===== src/rtl/dlr_pkg.sv =====
// Shared types for the display lane reorderer.
package dlr_pkg;

    // Static ordering controls, bundled for the transform units.
    typedef struct packed {
        logic wide;      // 1: 16-bit bus
        logic bitrev;    // mirror significant bits
        logic byteswap;  // exchange halfword bytes (wide only)
        logic pairswap;  // reverse byte pairs (narrow only)
    } dlr_cfg_t;

endpackage


===== src/rtl/dlr_lane_xform.sv =====
// Lane transform: packs two lanes into a bus word. It exchanges the lanes
// (wide bus only) and then mirrors the significant bits. On the narrow bus
// only the low lane is significant and the upper lane is forced to zero.
// Assumes: purely combinational; the caller supplies hi as zero when unused.
module dlr_lane_xform
    import dlr_pkg::*;
#(
    parameter int LANE_W = 8
) (
    input  dlr_cfg_t              cfg,
    input  logic [LANE_W-1:0]     lo,
    input  logic [LANE_W-1:0]     hi,
    output logic [2*LANE_W-1:0]   word
);
    localparam int WORD_W = 2 * LANE_W;

    logic [WORD_W-1:0] packed_w;
    logic [WORD_W-1:0] swapped_w;
    logic [WORD_W-1:0] mirror_wide;
    logic [LANE_W-1:0] mirror_narrow;

    assign packed_w  = {hi, lo};
    // Byte exchange takes effect only on the wide bus, and comes before the mirror.
    assign swapped_w = (cfg.wide && cfg.byteswap) ? {lo, hi} : packed_w;

    // Mirror over the full word.
    for (genvar i = 0; i < WORD_W; i++) begin : g_mir_wide
        assign mirror_wide[i] = swapped_w[WORD_W-1-i];
    end
    // Mirror over the low lane only.
    for (genvar i = 0; i < LANE_W; i++) begin : g_mir_narrow
        assign mirror_narrow[i] = swapped_w[LANE_W-1-i];
    end

    // Select the output form from bus width and mirror control.
    always_comb begin
        if (cfg.wide) begin
            word = cfg.bitrev ? mirror_wide : swapped_w;
        end else begin
            word = {{LANE_W{1'b0}}, (cfg.bitrev ? mirror_narrow : swapped_w[LANE_W-1:0])};
        end
    end
endmodule


===== src/rtl/dlr_pair_hold.sv =====
// One-lane hold buffer: keeps the first byte of a pair until its partner
// arrives or a flush drains it.
// Assumes: capture and release are never both high.
module dlr_pair_hold #(
    parameter int LANE_W = 8
) (
    input  logic              clk,
    input  logic              rst_n,
    input  logic              capture,
    input  logic              release_i,
    input  logic [LANE_W-1:0] byte_in,
    output logic              held_vld,
    output logic [LANE_W-1:0] held_byte
);
    // Track whether a byte is waiting and store it.
    always_ff @(posedge clk) begin
        if (!rst_n) begin
            held_vld  <= 1'b0;
            held_byte <= '0;
        end else if (capture) begin
            held_vld  <= 1'b1;
            held_byte <= byte_in;
        end else if (release_i) begin
            held_vld  <= 1'b0;
        end
    end

    // a held byte is neither lost nor altered until it is released.
    p_hold_keep_r7: assert property (@(posedge clk) disable iff (!rst_n)
        (held_vld && !release_i) |=> (held_vld && $stable(held_byte)));
endmodule


===== src/rtl/dlr_out_slot.sv =====
// Output stage: a registered output word plus one pending word, so that a
// completed swapped pair can present two words back to back. Loads happen
// only when slot_free is high.
// Assumes: load2 is only asserted together with load.
module dlr_out_slot #(
    parameter int WORD_W = 16
) (
    input  logic              clk,
    input  logic              rst_n,
    input  logic              load,
    input  logic [WORD_W-1:0] load_word,
    input  logic              load2,
    input  logic [WORD_W-1:0] load2_word,
    input  logic              out_ready,
    output logic              out_valid,
    output logic [WORD_W-1:0] out_data,
    output logic              slot_free
);
    logic              pend_vld;
    logic [WORD_W-1:0] pend_word;

    // New data may enter when nothing is pending and the output is empty or leaving.
    assign slot_free = !pend_vld && (!out_valid || out_ready);

    // Advance the pending word on a handshake, then take new loads.
    always_ff @(posedge clk) begin
        if (!rst_n) begin
            out_valid <= 1'b0;
            out_data  <= '0;
            pend_vld  <= 1'b0;
            pend_word <= '0;
        end else begin
            if (out_valid && out_ready) begin
                if (pend_vld) begin
                    out_data <= pend_word;
                    pend_vld <= 1'b0;
                end else begin
                    out_valid <= 1'b0;
                end
            end
            if (load) begin
                out_valid <= 1'b1;
                out_data  <= load_word;
            end
            if (load2) begin
                pend_vld  <= 1'b1;
                pend_word <= load2_word;
            end
        end
    end

    // a stalled word is held steady.
    p_stall_hold_r9: assert property (@(posedge clk) disable iff (!rst_n)
        (out_valid && !out_ready) |=> (out_valid && $stable(out_data)));
    // the second word of a pair follows directly after the first.
    p_second_follows_r7: assert property (@(posedge clk) disable iff (!rst_n)
        (out_valid && out_ready && pend_vld) |=> out_valid);
endmodule


===== src/rtl/dlr_lane_reorder.sv =====
// Display bus data lane reorderer (top). Accepts a byte stream and emits
// bus words under the width select and the three ordering controls.
// Assumes: cfg_* inputs change only while the block is empty.
module dlr_lane_reorder
    import dlr_pkg::*;
#(
    parameter int LANE_W = 8
) (
    input  logic                clk,
    input  logic                rst_n,
    input  logic                cfg_wide,
    input  logic                cfg_bitrev,
    input  logic                cfg_byteswap,
    input  logic                cfg_pairswap,
    input  logic                flush,
    input  logic                in_valid,
    input  logic [LANE_W-1:0]   in_data,
    output logic                in_ready,
    output logic                out_valid,
    input  logic                out_ready,
    output logic [2*LANE_W-1:0] out_data
);
    localparam int WORD_W = 2 * LANE_W;

    dlr_cfg_t          cfg;
    logic              slot_free;
    logic              held_vld;
    logic [LANE_W-1:0] held_byte;
    logic              accept, pairing, take_flush, pair_start, pair_done, single;
    logic [LANE_W-1:0] prim_lo, prim_hi;
    logic [LANE_W-1:0] lane_zero;
    logic [WORD_W-1:0] prim_word, held_word, load_word;
    logic              load, load2;

    assign cfg.wide     = cfg_wide;
    assign cfg.bitrev   = cfg_bitrev;
    assign cfg.byteswap = cfg_byteswap;
    assign cfg.pairswap = cfg_pairswap;
    assign lane_zero    = '0;

    // Handshake and event decode.
    assign pairing    = cfg_wide || cfg_pairswap;
    assign in_ready   = slot_free && !flush;
    assign accept     = in_valid && in_ready;
    assign take_flush = flush && held_vld && slot_free;
    assign pair_start = accept && pairing && !held_vld;
    assign pair_done  = accept && pairing && held_vld;
    assign single     = accept && !pairing;

    // Primary word source: a wide pair, or the incoming byte alone.
    assign prim_lo = (pair_done && cfg_wide) ? held_byte : in_data;
    assign prim_hi = (pair_done && cfg_wide) ? in_data   : lane_zero;

    // Output loads: primary word, and the held byte second for a narrow pair.
    assign load      = single || pair_done || take_flush;
    assign load_word = take_flush ? held_word : prim_word;
    assign load2     = pair_done && !cfg_wide;

    dlr_lane_xform #(.LANE_W(LANE_W)) u_xf_prim (
        .cfg(cfg), .lo(prim_lo), .hi(prim_hi), .word(prim_word)
    );

    dlr_lane_xform #(.LANE_W(LANE_W)) u_xf_held (
        .cfg(cfg), .lo(held_byte), .hi(lane_zero), .word(held_word)
    );

    dlr_pair_hold #(.LANE_W(LANE_W)) u_hold (
        .clk(clk), .rst_n(rst_n), .capture(pair_start),
        .release_i(pair_done || take_flush), .byte_in(in_data),
        .held_vld(held_vld), .held_byte(held_byte)
    );

    dlr_out_slot #(.WORD_W(WORD_W)) u_out (
        .clk(clk), .rst_n(rst_n), .load(load), .load_word(load_word),
        .load2(load2), .load2_word(held_word), .out_ready(out_ready),
        .out_valid(out_valid), .out_data(out_data), .slot_free(slot_free)
    );

    // reset empties the output.
    p_reset_empty_r1: assert property (@(posedge clk)
        !rst_n |=> !out_valid);
    // upper lane is zero on the narrow bus.
    p_upper_zero_r2: assert property (@(posedge clk) disable iff (!rst_n)
        (out_valid && !cfg_wide) |-> (out_data[WORD_W-1:LANE_W] == '0));
    // the first byte of a pair produces no output.
    p_first_held_r7: assert property (@(posedge clk) disable iff (!rst_n)
        (pair_start && (!out_valid || out_ready)) |=> !out_valid);
    // flush with nothing held emits nothing.
    p_flush_idle_r8: assert property (@(posedge clk) disable iff (!rst_n)
        (flush && !held_vld && !out_valid) |=> !out_valid);
endmodule


===== config.mk =====
export PLATFORM = sky130hd
export DESIGN_NAME = dlr_lane_reorder
export DESIGN_NICKNAME = d
export VERILOG_FILES = /design/src/rtl/dlr_pkg.sv /design/src/rtl/dlr_lane_xform.sv /design/src/rtl/dlr_pair_hold.sv /design/src/rtl/dlr_out_slot.sv /design/src/rtl/dlr_lane_reorder.sv
export SDC_FILE = /design/constraint.sdc
export NUM_CORES = 1
export LEC_CHECK = 0
export CAP_MARGIN = 40
export CORE_UTILIZATION = 35
export CTS_BUF_LIST = sky130_fd_sc_hd__clkbuf_4 sky130_fd_sc_hd__clkbuf_8 sky130_fd_sc_hd__clkbuf_16
export CTS_CLUSTER_SIZE = 24
export DETAILED_ROUTE_END_ITERATION = 10
export GPL_TIMING_DRIVEN = 1
export PLACE_DENSITY = 0.58
export SLEW_MARGIN = 10
export SYNTH_ARGS = -nofsm -noshare
export SYNTH_HDL_FRONTEND = slang
export SYNTH_SLANG_ARGS = --single-unit

===== constraint.sdc =====
create_clock -name clk -period 2.1 [get_ports clk]
set_input_delay 0.315 -clock clk [delete_from_list [all_inputs] [get_ports clk]]
set_output_delay 0.315 -clock clk [all_outputs]
set_load 0.01 [all_outputs]

==> results of run 1 <==
-- layer usage --
layer | part of all wire (%) | up-vias | global-route usage [%]
met4 | 1.6 | 0 | 5.469
met1 | 45 | 1553 | 39.06
met3 | 7.5 | 15 | 6.468
met5 | 0 | - | 0
li1 | - | 1564 | -
met2 | 46 | 136 | 43.91
-- what timing repair did --
item | CTS | global route
gates resized for setup | 0 | 7
hold buffers | 0 | 0
endpoints found under the setup margin | 0 | 10
endpoints found under the hold margin | 0 | 0
-- flip-flops by register name (all words and copies together) (netlist names) --
signal and flops:
u_out.out_data 16, u_out.pend_word 16, u_hold.held_byte 8, u_hold.held_vld 1
u_out.out_valid 1, u_out.pend_vld 1
-- cell families after synthesis --
logic type	Yosys count	share of synthesized area, %
buffers and inverters	38	5.866
muxes	20	7.146
AOI/OAI and AO/OA	133	33.66
xor gates and xnor gates	1	0.3088
and+or+nand+nor	122	22.67
DFF	43	30.35
-- through the flow --
step / setup TNS, ns / instances / hold slack (ns) / power, W / cell area (sq um)
after floorplan: 0 / 357 / 0.4434 / 0.001133 / 2836
after global placement: -3.599 / 549 / 0.4606 / 0.001427 / 3860
after detailed placement: -4.177 / 549 / 0.4644 / 0.001426 / 3860
after CTS: 0 / 557 / 0.4865 / 0.001990 / 3949
after global routing: -0.06012 / 557 / 0.5051 / 0.002076 / 3976
final: 0 / 557 / 0.4833 / 0.001982 / 3976
-- where the power goes --
part	total, W	switching (W)	internal (W)
combinational	0.000536	0.000276	0.000259
clock	0.000564	0.000317	0.000246
sequential	0.000883	0.0000353	0.000848
total	0.00198	0.000629	0.00135
-- synth_stat cells (2+ instances only) --
library cell,count
dfxtp_1,43
nor2_1,35
a21oi_1,29
nand2_1,27
o21ai_0,22
mux2i_1,18
clkbuf_1,15
a211oi_1,13
buf_2,13
and3_1,12
a221oi_1,10
o31ai_1,10
inv_1,8
nand3_1,8
nor2b_1,7
a22o_1,6
a31oi_1,6
o221ai_1,6
nand2b_1,5
nand4_1,5
nor3_1,5
nor4_1,4
a222oi_1,3
o211ai_1,3
a2111o_1,2
a221o_1,2
a22oi_1,2
a311o_1,2
a32o_1,2
and2_2,2
mux2_2,2
o211a_1,2
-- layout make-up --
type                            instances  share of cell area (%)
Timing Repair Buffer                  119                   25.99
Clock buffer                            6                   1.919
Inverter                                9                  0.8496
Multi-Input combinational cell        276                   46.04
Tap cell                              102                   3.210
Clock inverter                          2                  0.3147
Sequential cell                        43                   21.68
-- path summary, 6_finish.rpt --
check	from	end	slack, ns
min reg2reg	u_out.pend_word[14]$_SDFFE_PN0P_	u_out.pend_word[14]$_SDFFE_PN0P_	0.48
min	u_out.pend_word[14]$_SDFFE_PN0P_	u_out.pend_word[14]$_SDFFE_PN0P_	0.48
max	out_ready	u_out.out_data[13]$_SDFFE_PN0P_	0.04
max reg2reg	u_out.out_valid$_SDFFE_PN0P_	u_out.out_data[13]$_SDFFE_PN0P_	0.07
==> reports/qor.csv, run 1 <==
stage,metric,value,unit
outcome,status,"finished, final reports clean",
setup_path,largest fanout on the critical path,8,
cells_and_area,"most common cell after layout, fill and taps aside",buf_4,
placed_design,HPWL after DPL,8749,microns
logic_synthesis,syn avg cell area,7.945,sq um
setup_path,CP Depth,7,
power,Leak,1.694,nW
timing,worst clock skew,0.008685,ns
route,DRT iter0 DRCs,225,
placed_design,Port Buffers,34,
logic_synthesis,Ys Warns,0,
min_path,HP Class,register to register,
clocking,CTS buffer count,5,
logic_synthesis,Syn Std Cell Area,2836,sq um
route,WL/cell,20.29,microns
floorplan,Die Width,92.03,microns
cells_and_area,final core occ,51.19,%
setup_path,Worst Reg-to-Reg Cells,7,
cells_and_area,"commonest non-fill, non-tap cells in the layout","buf_4, dfxtp_1, nor2_1",
setup_path,CP cell instances,clkdlybuf4s50_1 > nand2b_1 > buf_4 > nand3_1 > and4_1 > a221oi_1 > a211oi_1,
clocking,Skew-Pair Late Insertion Delay,0.30,ns
placed_design,GP Congestion,0.9767,
cells_and_area,Filler Cell Count,784,
cells_and_area,Storage cell area,862.1,sq um
route,first drt pass iteration count,5,
logic_synthesis,Mapped Cells,357,
floorplan,initial core utilization,36.52,%
setup_path,Setup crit end kind,register,
cells_and_area,diode count,0,
logic_synthesis,commonest register cell after synthesis,dfxtp_1,
cells_and_area,layout cell share with drive strength beyond 1,24.84,%
grt,gr usage total,27.95,%
floorplan,I/O pin total,35,
floorplan,num rows,32,
setup_path,WS Path Type,primary input to register,
job,Max-Cap Viols,0,
clocking,setup bufs post-CTS,0,
setup_path,crit path DAT,2.23,ns
timing,Final Max Slew Viols,0,
cells_and_area,area of the multi-input gates,1831,sq um
cells_and_area,Area Growth Syn to Fin,40.19,%
setup_path,"delay-heaviest family, CP",buffers and inverters,
logic_synthesis,Synth cell types,60,
grt,global route overflow,0,
timing,fin crit period,2.055,ns
timing,Max Fclk,486.5,MHz
setup_path,slowest CP cell,clkdlybuf4s50_1,
min_path,hold path depth,1,
floorplan,die area,8469,sq um
logic_synthesis,number of synthesized flops with an enable pin,0,
timing,worst setup margin,0.04461,ns
timing,final hold vios,0,
route,DRT antenna net count,0,
logic_synthesis,"FF+latch count, synth",43,
route,Via density,5.867,
placed_design,dpl ws,-0.2928,ns
logic_synthesis,"Async S/R FF share, synth",0,%
power,Peak supply drop,292.0,uV
grt,largest net degree at the start of global routing,21,
setup_path,WP data required,2.27,ns
timing,Rel. slew slack,67.18,%
clocking,CTS Root Buffer Type,clkbuf_8,
logic_synthesis,synthesized net count,374,
route,drt drc,0,
route,Post-Route WL,11300,microns
route,Vias,3268,
floorplan,Core ar.,7767,sq um
logic_synthesis,"Seq/Total Area, Yosys",30.35,%
cells_and_area,Nets,471,
power,PwrDens,498.5,nW/um^2
clocking,CTS sink count,43,
setup_path,Worst Setup Start Kind,primary input,
clocking,Worst-path clk slew,0.08,ns
timing,worst-margin pin slew,0.4924,ns
grt,global-route wire length before repair,17950,microns
grt,initial antenna violation count,0,
clocking,CTS tree,done,
timing,RSZ-0062 raised after global routing,yes,
grt,vias in the first global route,3136,
setup_path,crit-path max cell delay,0.52,ns
clocking,Longest Clk Path Bufs,2,
logic_synthesis,Yosys top cell area share,30.35,%
logic_synthesis,biggest area consumer among synthesized cells,dfxtp_1,
clocking,H-Tree Depth,2,
timing,period utilisation layout,97.88,%
floorplan,die height,92.03,microns
timing,Finish-stage setup viols,0,
logic_synthesis,Synth area leaders,"dfxtp_1, mux2i_1, a21oi_1",
setup_path,Buf/Inv on CP,2,
Power figures use the tool's default switching activity.
==> run 2: changes to the inputs <==
Settings changed: DONT_BUFFER_PORTS from default to 1, PLACE_DENSITY 0.58 to 0.53.
==> run 2 against run 1 <==
  * Sequential cell count unchanged
  * Via count down 9.6%
  * Global-route usage down 3.8 points
  * Sequential share of layout area up 5.6 points
  * Critical path type is now register to register
  * Critical endpoint is now u_out.out_data[6]$_SDFFE_PN0P_
==> reports/qor.csv, run 2 (synthesis gave the netlist of run 1 again) <==
stage,metric,value,unit,change
setup_path,WP data required,2.32,ns,+0.05 ns
timing,setup tns final,0,ns,unchanged
clocking,Skew-Pair Late Insertion Delay,0.31,ns,about the same
clocking,Post-CTS Hold Buffers,0,,unchanged
timing,fin crit period,2.012,ns,-0.04332 ns
grt,global route overflow,0,,unchanged
power,NetSw,0.0005301,W,-16%
clocking,CTS sink count,43,,unchanged
outcome,status,"finished, final reports clean",,
setup_path,crit path DAT,2.23,ns,about the same
timing,Max Fclk,497.0,MHz,+2.2%
placed_design,Port Buffers,0,,-100%
route,Post-Route WL,9946,microns,-12%
timing,worst clock skew,0.01471,ns,+0.006026 ns
cells_and_area,Filler Cell Count,838,,+6.9%
timing,Final Max Slew Viols,0,,unchanged
timing,period utilisation layout,95.81,%,-2.1 points
min_path,hold endpoint,u_hold.held_byte[2]$_SDFFE_PN0P_,,
min_path,hold path startpoint,in_data[2],,
floorplan,Die Width,92.03,microns,unchanged
route,drt drc,0,,unchanged
setup_path,WS Path Type,register to register,,
cells_and_area,Nets,379,,-20%
cells_and_area,"commonest non-fill, non-tap cells in the layout","dfxtp_1, nor2_1, a21oi_1",,
power,Logic pwr share,15.7,%,-11 points
job,Max-Cap Viols,0,,unchanged
route,first drt pass iteration count,5,,unchanged
timing,worst-margin pin slew,0.5671,ns,+0.07475 ns
clocking,Worst-path clk slew,0.10,ns,+0.02 ns
cells_and_area,"most common cell after layout, fill and taps aside",dfxtp_1,,
power,PwrDens,599.0,nW/um^2,+20%
setup_path,largest fanout on the critical path,10,,+2
floorplan,die height,92.03,microns,unchanged
power,Power Internal,0.001358,W,+0.39%
cells_and_area,Area Growth Syn to Fin,11.16,%,
grt,global-route wire length before repair,15750,microns,-12%
min_path,HP Class,primary input to register,,
min_path,hold path depth,2,,+1
placed_design,HPWL after DPL,7178,microns,-18%
clocking,CTS buffer count,5,,unchanged
clocking,CTS tree,done,,
floorplan,die area,8469,sq um,unchanged
route,DRT iter0 DRCs,283,,+26%
timing,final hold vios,0,,unchanged
power,Peak supply drop,254.7,uV,-13%
setup_path,r2r setup slk,0.09,ns,+0.02 ns
timing,Rel. slew slack,62.19,%,-5.0 points
floorplan,initial core utilization,36.52,%,unchanged
route,Vias,2955,,-9.6%
cells_and_area,diode count,0,,unchanged
placed_design,DP Cell Count,457,,-17%
power,Reg power frac,47.3,%,+2.8 points
timing,Finish-stage setup viols,0,,unchanged
setup_path,reg2reg end,u_out.out_data[6]$_SDFFE_PN0P_,,
cells_and_area,layout cell share with drive strength beyond 1,14.05,%,-11 points
clocking,H-Tree Depth,2,,unchanged
timing,Worst Hold Slack,0.1385,ns,-0.3448 ns
clocking,Longest Clk Path Bufs,2,,unchanged
grt,largest net degree at the start of global routing,35,,+67%
grt,vias in the first global route,2843,,-9.3%
power,Sw Share,28.07,%,-3.7 points
floorplan,I/O pin total,35,,unchanged
cells_and_area,fin cells,465,,-17%
grt,initial antenna violation count,0,,unchanged
placed_design,GP Congestion,0.9789,,+0.23%
route,WL/cell,21.39,microns,+5.4%
power,Leak,1.263,nW,-25%
power,clock share of power,37.0,%,+8.6 points
floorplan,num rows,32,,unchanged
floorplan,Core ar.,7767,sq um,unchanged
timing,RSZ-0062 raised after global routing,no,,
cells_and_area,biggest regs,"u_out.out_data: 16 flops, u_out.pend_word: 16 flops, u_hold.held_byte: 8 flops",,
setup_path,Worst Setup Start Kind,register,,
setup_path,Worst Reg-to-Reg Cells,5,,-2
clocking,CTS Root Buffer Type,clkbuf_8,,
setup_path,Setup crit end kind,register,,
grt,gr usage total,24.18,%,-3.8 points
setup_path,r2r startpoint,u_out.out_valid$_SDFFE_PN0P_,,
route,Via density,6.355,,+8.3%
route,DRT antenna net count,0,,unchanged
[run 2: cell count changes in the layout (fill, tap and decap cells not counted), sizes merged]
| cell | previous run | this run |
|---|---|---|
| bufinv | 0 | 1 |
| clkdlybuf4s50 | 32 | 0 |
| clkinvlp | 1 | 0 |
| buf | 85 | 27 |
| dlymetal6s2s | 2 | 0 |
[run 2: worst max-delay path by stage]
stage / startpoint / to / slack [ns] / cells after the start
after floorplan: u_out.pend_vld$_SDFFE_PN0P_ / u_out.out_data[2]$_SDFFE_PN0P_ / 0.29 / 7
final: u_out.out_valid$_SDFFE_PN0P_ / u_out.out_data[6]$_SDFFE_PN0P_ / 0.09 / 5
after global placement: u_hold.held_vld$_SDFFE_PN0P_ / u_out.out_data[13]$_SDFFE_PN0P_ / 0.13 / 5
after CTS: u_hold.held_vld$_SDFFE_PN0P_ / u_out.out_data[13]$_SDFFE_PN0P_ / 0.10 / 5
after global routing: u_hold.held_vld$_SDFFE_PN0P_ / u_out.out_data[15]$_SDFFE_PN0P_ / 0.005 / 6
after detailed placement: u_hold.held_vld$_SDFFE_PN0P_ / u_out.out_data[13]$_SDFFE_PN0P_ / 0.14 / 5
[run 2: cell type report]
| type | count | area, sq um | area share (%) |
|---|---|---|---|
| clock inverters | 2 | 35.03 | 1.111 |
| inverters | 9 | 33.78 | 1.071 |
| clock buffers | 6 | 82.58 | 2.619 |
| flip-flops and latches | 43 | 860.8 | 27.30 |
| repair buffers | 27 | 202.7 | 6.429 |
| well taps | 102 | 127.6 | 4.048 |
| multi-input cells | 276 | 1810 | 57.42 |
[run 2: timing repair]
item | in CTS | in global routing
endpoints found under the setup margin | 0 | 2
buffers inserted | 0 | 0
resized for setup | 0 | 1
[run 2: worst max-delay path, cell delays in order, from the launching register on]
cell and delay (ns):
dfxtp_1 0.35, nor2b_2 0.19, or3_1 0.53, o31ai_1 0.43, a221oi_1 0.16, a211oi_1 0.25
[run 2: power groups by stage]
stage | combinational (W) | clock [W] | sequential, W
2_1_floorplan | 0.000234 | 0 | 0.000899
3_3_place_gp | 0.000293 | 0 | 0.000912
3_5_place_dp | 0.000293 | 0 | 0.000912
4_1_cts | 0.000295 | 0.000705 | 0.000893
5_1_grt | 0.000324 | 0.000739 | 0.000898
6_report | 0.000297 | 0.000698 | 0.000893
[run 2: per-stage QoR]
stage	area (sq um)	utilization [%]	setup WS, ns	total power (W)
finish	3153	40.59	0.08792	0.001889
global placement	3034	39.06	0.1311	0.001205
CTS	3152	40.58	0.1042	0.001893
floorplan	2836	-	0.2867	0.001133
detailed placement	3034	39.06	0.1370	0.001205
global route	3153	40.59	0.005100	0.001961
[run 2: per-layer routing]
layer  up-vias  share of wire (%)  GRT usage (%)
met4         0                2.4          7.682
met3        21                8.6          5.473
li1       1380                  -              -
met2       138                 45          38.74
met5         -                  0              0
met1      1416                 44          32.07
==> run 3: changes to the inputs <==
Settings changed: PLACE_DENSITY 0.53 to default, PLACE_DENSITY_LB_ADDON from default to 0.2.
==> run 3 against run 2 <==
  * Design area decreased by 0.95%
  * Register-to-register slack about the same
  * Non-clock buffer count decreased by 4
  * Sequential cell count unchanged
  * Clock skew decreased by 0.0073 ns
  * Critical path type unchanged
==> reports/qor.csv, run 3 (synthesis gave the netlist of run 1 again) <==
stage,metric,value,unit,change
clocking,CTS sink count,43,,unchanged
route,drt drc,0,,unchanged
setup_path,WS Path Type,register to register,,
clocking,Skew-Pair Late Insertion Delay,0.30,ns,about the same
cells_and_area,biggest regs,"u_out.out_data: 16 flops, u_out.pend_word: 16 flops, u_hold.held_byte: 8 flops",,
setup_path,r2r startpoint,u_out.out_valid$_SDFFE_PN0P_,,
timing,Final Max Slew Viols,0,,unchanged
timing,RSZ-0062 raised after global routing,no,,
placed_design,dpl ws,0.1187,ns,-0.01824 ns
timing,worst clock skew,0.007410,ns,-0.007301 ns
cells_and_area,fin cells,460,,-1.1%
setup_path,Setup crit end kind,register,,
grt,initial antenna violation count,0,,unchanged
job,Max-Cap Viols,0,,unchanged
floorplan,die area,8469,sq um,unchanged
floorplan,I/O pin total,35,,unchanged
setup_path,CP cell instances,nor2b_2 > buf_4 > o41ai_4 > a222oi_1 > or4_1 > a31oi_1,,
setup_path,crit-path max cell delay,0.43,ns,-0.10 ns
timing,Finish-stage setup viols,0,,unchanged
setup_path,slowest CP cell,or4_1,,
cells_and_area,Final Cell Area,3123,sq um,-0.95%
timing,fin crit period,1.999,ns,-0.01279 ns
setup_path,Crit. Startpoint,u_out.out_valid$_SDFFE_PN0P_,,
power,PwrDens,592.3,nW/um^2,-1.1%
placed_design,Port Buffers,0,,unchanged
clocking,CTS resizes,0,,unchanged
grt,vias in the first global route,2765,,-2.7%
floorplan,Die Width,92.03,microns,unchanged
cells_and_area,Area Growth Syn to Fin,10.10,%,
timing,Rel. slew slack,43.96,%,-18 points
floorplan,die height,92.03,microns,unchanged
clocking,Longest Clk Path Bufs,2,,unchanged
grt,global-route wire length before repair,16260,microns,+3.2%
clocking,CTS tree,done,,
setup_path,WP data required,2.34,ns,+0.02 ns
min_path,HP Class,primary input to register,,
cells_and_area,Nets,375,,-1.1%
placed_design,HPWL after DPL,7224,microns,+0.65%
clocking,CTS buffer count,5,,unchanged
route,Vias,2969,,+0.47%
route,first drt pass iteration count,5,,unchanged
placed_design,placed cell areas,3004,sq um,-0.99%
route,DRT antenna net count,0,,unchanged
timing,period utilisation layout,95.20,%,-0.61 points
route,Via density,6.454,,+1.6%
setup_path,largest fanout on the critical path,7,,-3
timing,setup tns final,0,ns,unchanged
power,Leak,1.237,nW,-2.1%
grt,gr usage total,25.06,%,+0.88 points
cells_and_area,"commonest non-fill, non-tap cells in the layout","dfxtp_1, nor2_1, a21oi_1",,
cells_and_area,Storage cell area,860.8,sq um,unchanged
setup_path,crit path DAT,2.24,ns,about the same
grt,global route overflow,0,,unchanged
cells_and_area,Filler Cell Count,835,,-0.36%
setup_path,r2r setup slk,0.10,ns,about the same
power,total power,0.001850,W,-2.1%
route,WL/cell,22.42,microns,+4.8%
floorplan,num rows,32,,unchanged
cells_and_area,layout cell share with drive strength beyond 1,12.85,%,-1.2 points
floorplan,initial core utilization,36.52,%,unchanged
route,DRT iter0 DRCs,323,,+14%
timing,final hold vios,0,,unchanged
setup_path,Worst Reg-to-Reg Cells,6,,+1
route,Post-Route WL,10310,microns,+3.7%
setup_path,CP endpoint,u_out.out_data[15]$_SDFFE_PN0P_,,
timing,Max Fclk,500.2,MHz,+0.64%
placed_design,DP Cell Count,453,,-0.88%
clocking,Post-CTS Hold Buffers,0,,unchanged
outcome,status,"finished, final reports clean",,
cells_and_area,diode count,0,,unchanged
cells_and_area,area of the multi-input gates,1822,sq um,+0.62%
timing,worst-margin pin slew,0.8397,ns,+0.2726 ns
floorplan,Core ar.,7767,sq um,unchanged
clocking,Worst-path clk slew,0.09,ns,about the same
timing,worst setup margin,0.1007,ns,+0.01279 ns
cells_and_area,"most common cell after layout, fill and taps aside",dfxtp_1,,
clocking,H-Tree Depth,2,,unchanged
clocking,setup bufs post-CTS,0,,unchanged
grt,largest net degree at the start of global routing,35,,unchanged
clocking,CTS Root Buffer Type,clkbuf_8,,
placed_design,GP Congestion,0.9608,,-1.8%
setup_path,reg2reg end,u_out.out_data[15]$_SDFFE_PN0P_,,
power,Peak supply drop,311.8,uV,+22%
setup_path,Worst Setup Start Kind,register,,
==> run 3: critical path: cells and delay by family, from the launching register on <==
family                 cells  cell delay (ns)
DFF                        1             0.36
buffers and inverters      1             0.16
AOI/OAI and AO/OA          3             0.80
and+or+nand+nor            2             0.62
==> run 3: how the worst min path moves through the flow <==
stage	endpoint	startpoint	depth (start not counted)	slack [ns]
6_report	u_hold.held_byte[6]$_SDFFE_PN0P_	in_data[6]	2	0.14
3_5_place_dp	u_hold.held_byte[6]$_SDFFE_PN0P_	in_data[6]	2	0.46
4_1_cts	u_hold.held_byte[6]$_SDFFE_PN0P_	in_data[6]	2	0.13
2_1_floorplan	u_out.pend_word[8]$_SDFFE_PN0P_	u_out.pend_word[8]$_SDFFE_PN0P_	1	0.44
5_1_grt	u_hold.held_byte[1]$_SDFFE_PN0P_	in_data[1]	2	0.14
3_3_place_gp	u_hold.held_byte[5]$_SDFFE_PN0P_	in_data[5]	2	0.45
==> run 3: per-stage QoR <==
step	utilization, %	hold slack, ns
after global routing	40.21	0.1393
final	40.21	0.1381
after floorplan	-	0.4434
after global placement	38.68	0.4538
after CTS	40.05	0.1312
after detailed placement	38.68	0.4582
==> run 3: report_power, final <==
| part | total [W] | internal [W] | switching (W) |
|---|---|---|---|
| sequential | 0.000897 | 0.000847 | 0.0000497 |
| combinational | 0.000291 | 0.000120 | 0.000170 |
| clock | 0.000662 | 0.000362 | 0.000300 |
| total | 0.00185 | 0.00133 | 0.000520 |
==> run 3: final cells by class <==
cell class	count	area share, %
multi-input combinational	276	58.33
sequential	43	27.56
timing repair buffer	23	5.529
tap	102	4.087
clock buffer	6	2.444
inverter	9	1.082
clock inverter	1	0.9615
==> run 3: metal layers <==
metal  routed length (microns)  GRT usage [%]
met5                         0              0
met4                       223          7.292
met2                      4635          38.25
met3                       811          5.804
met1                      4642          34.97
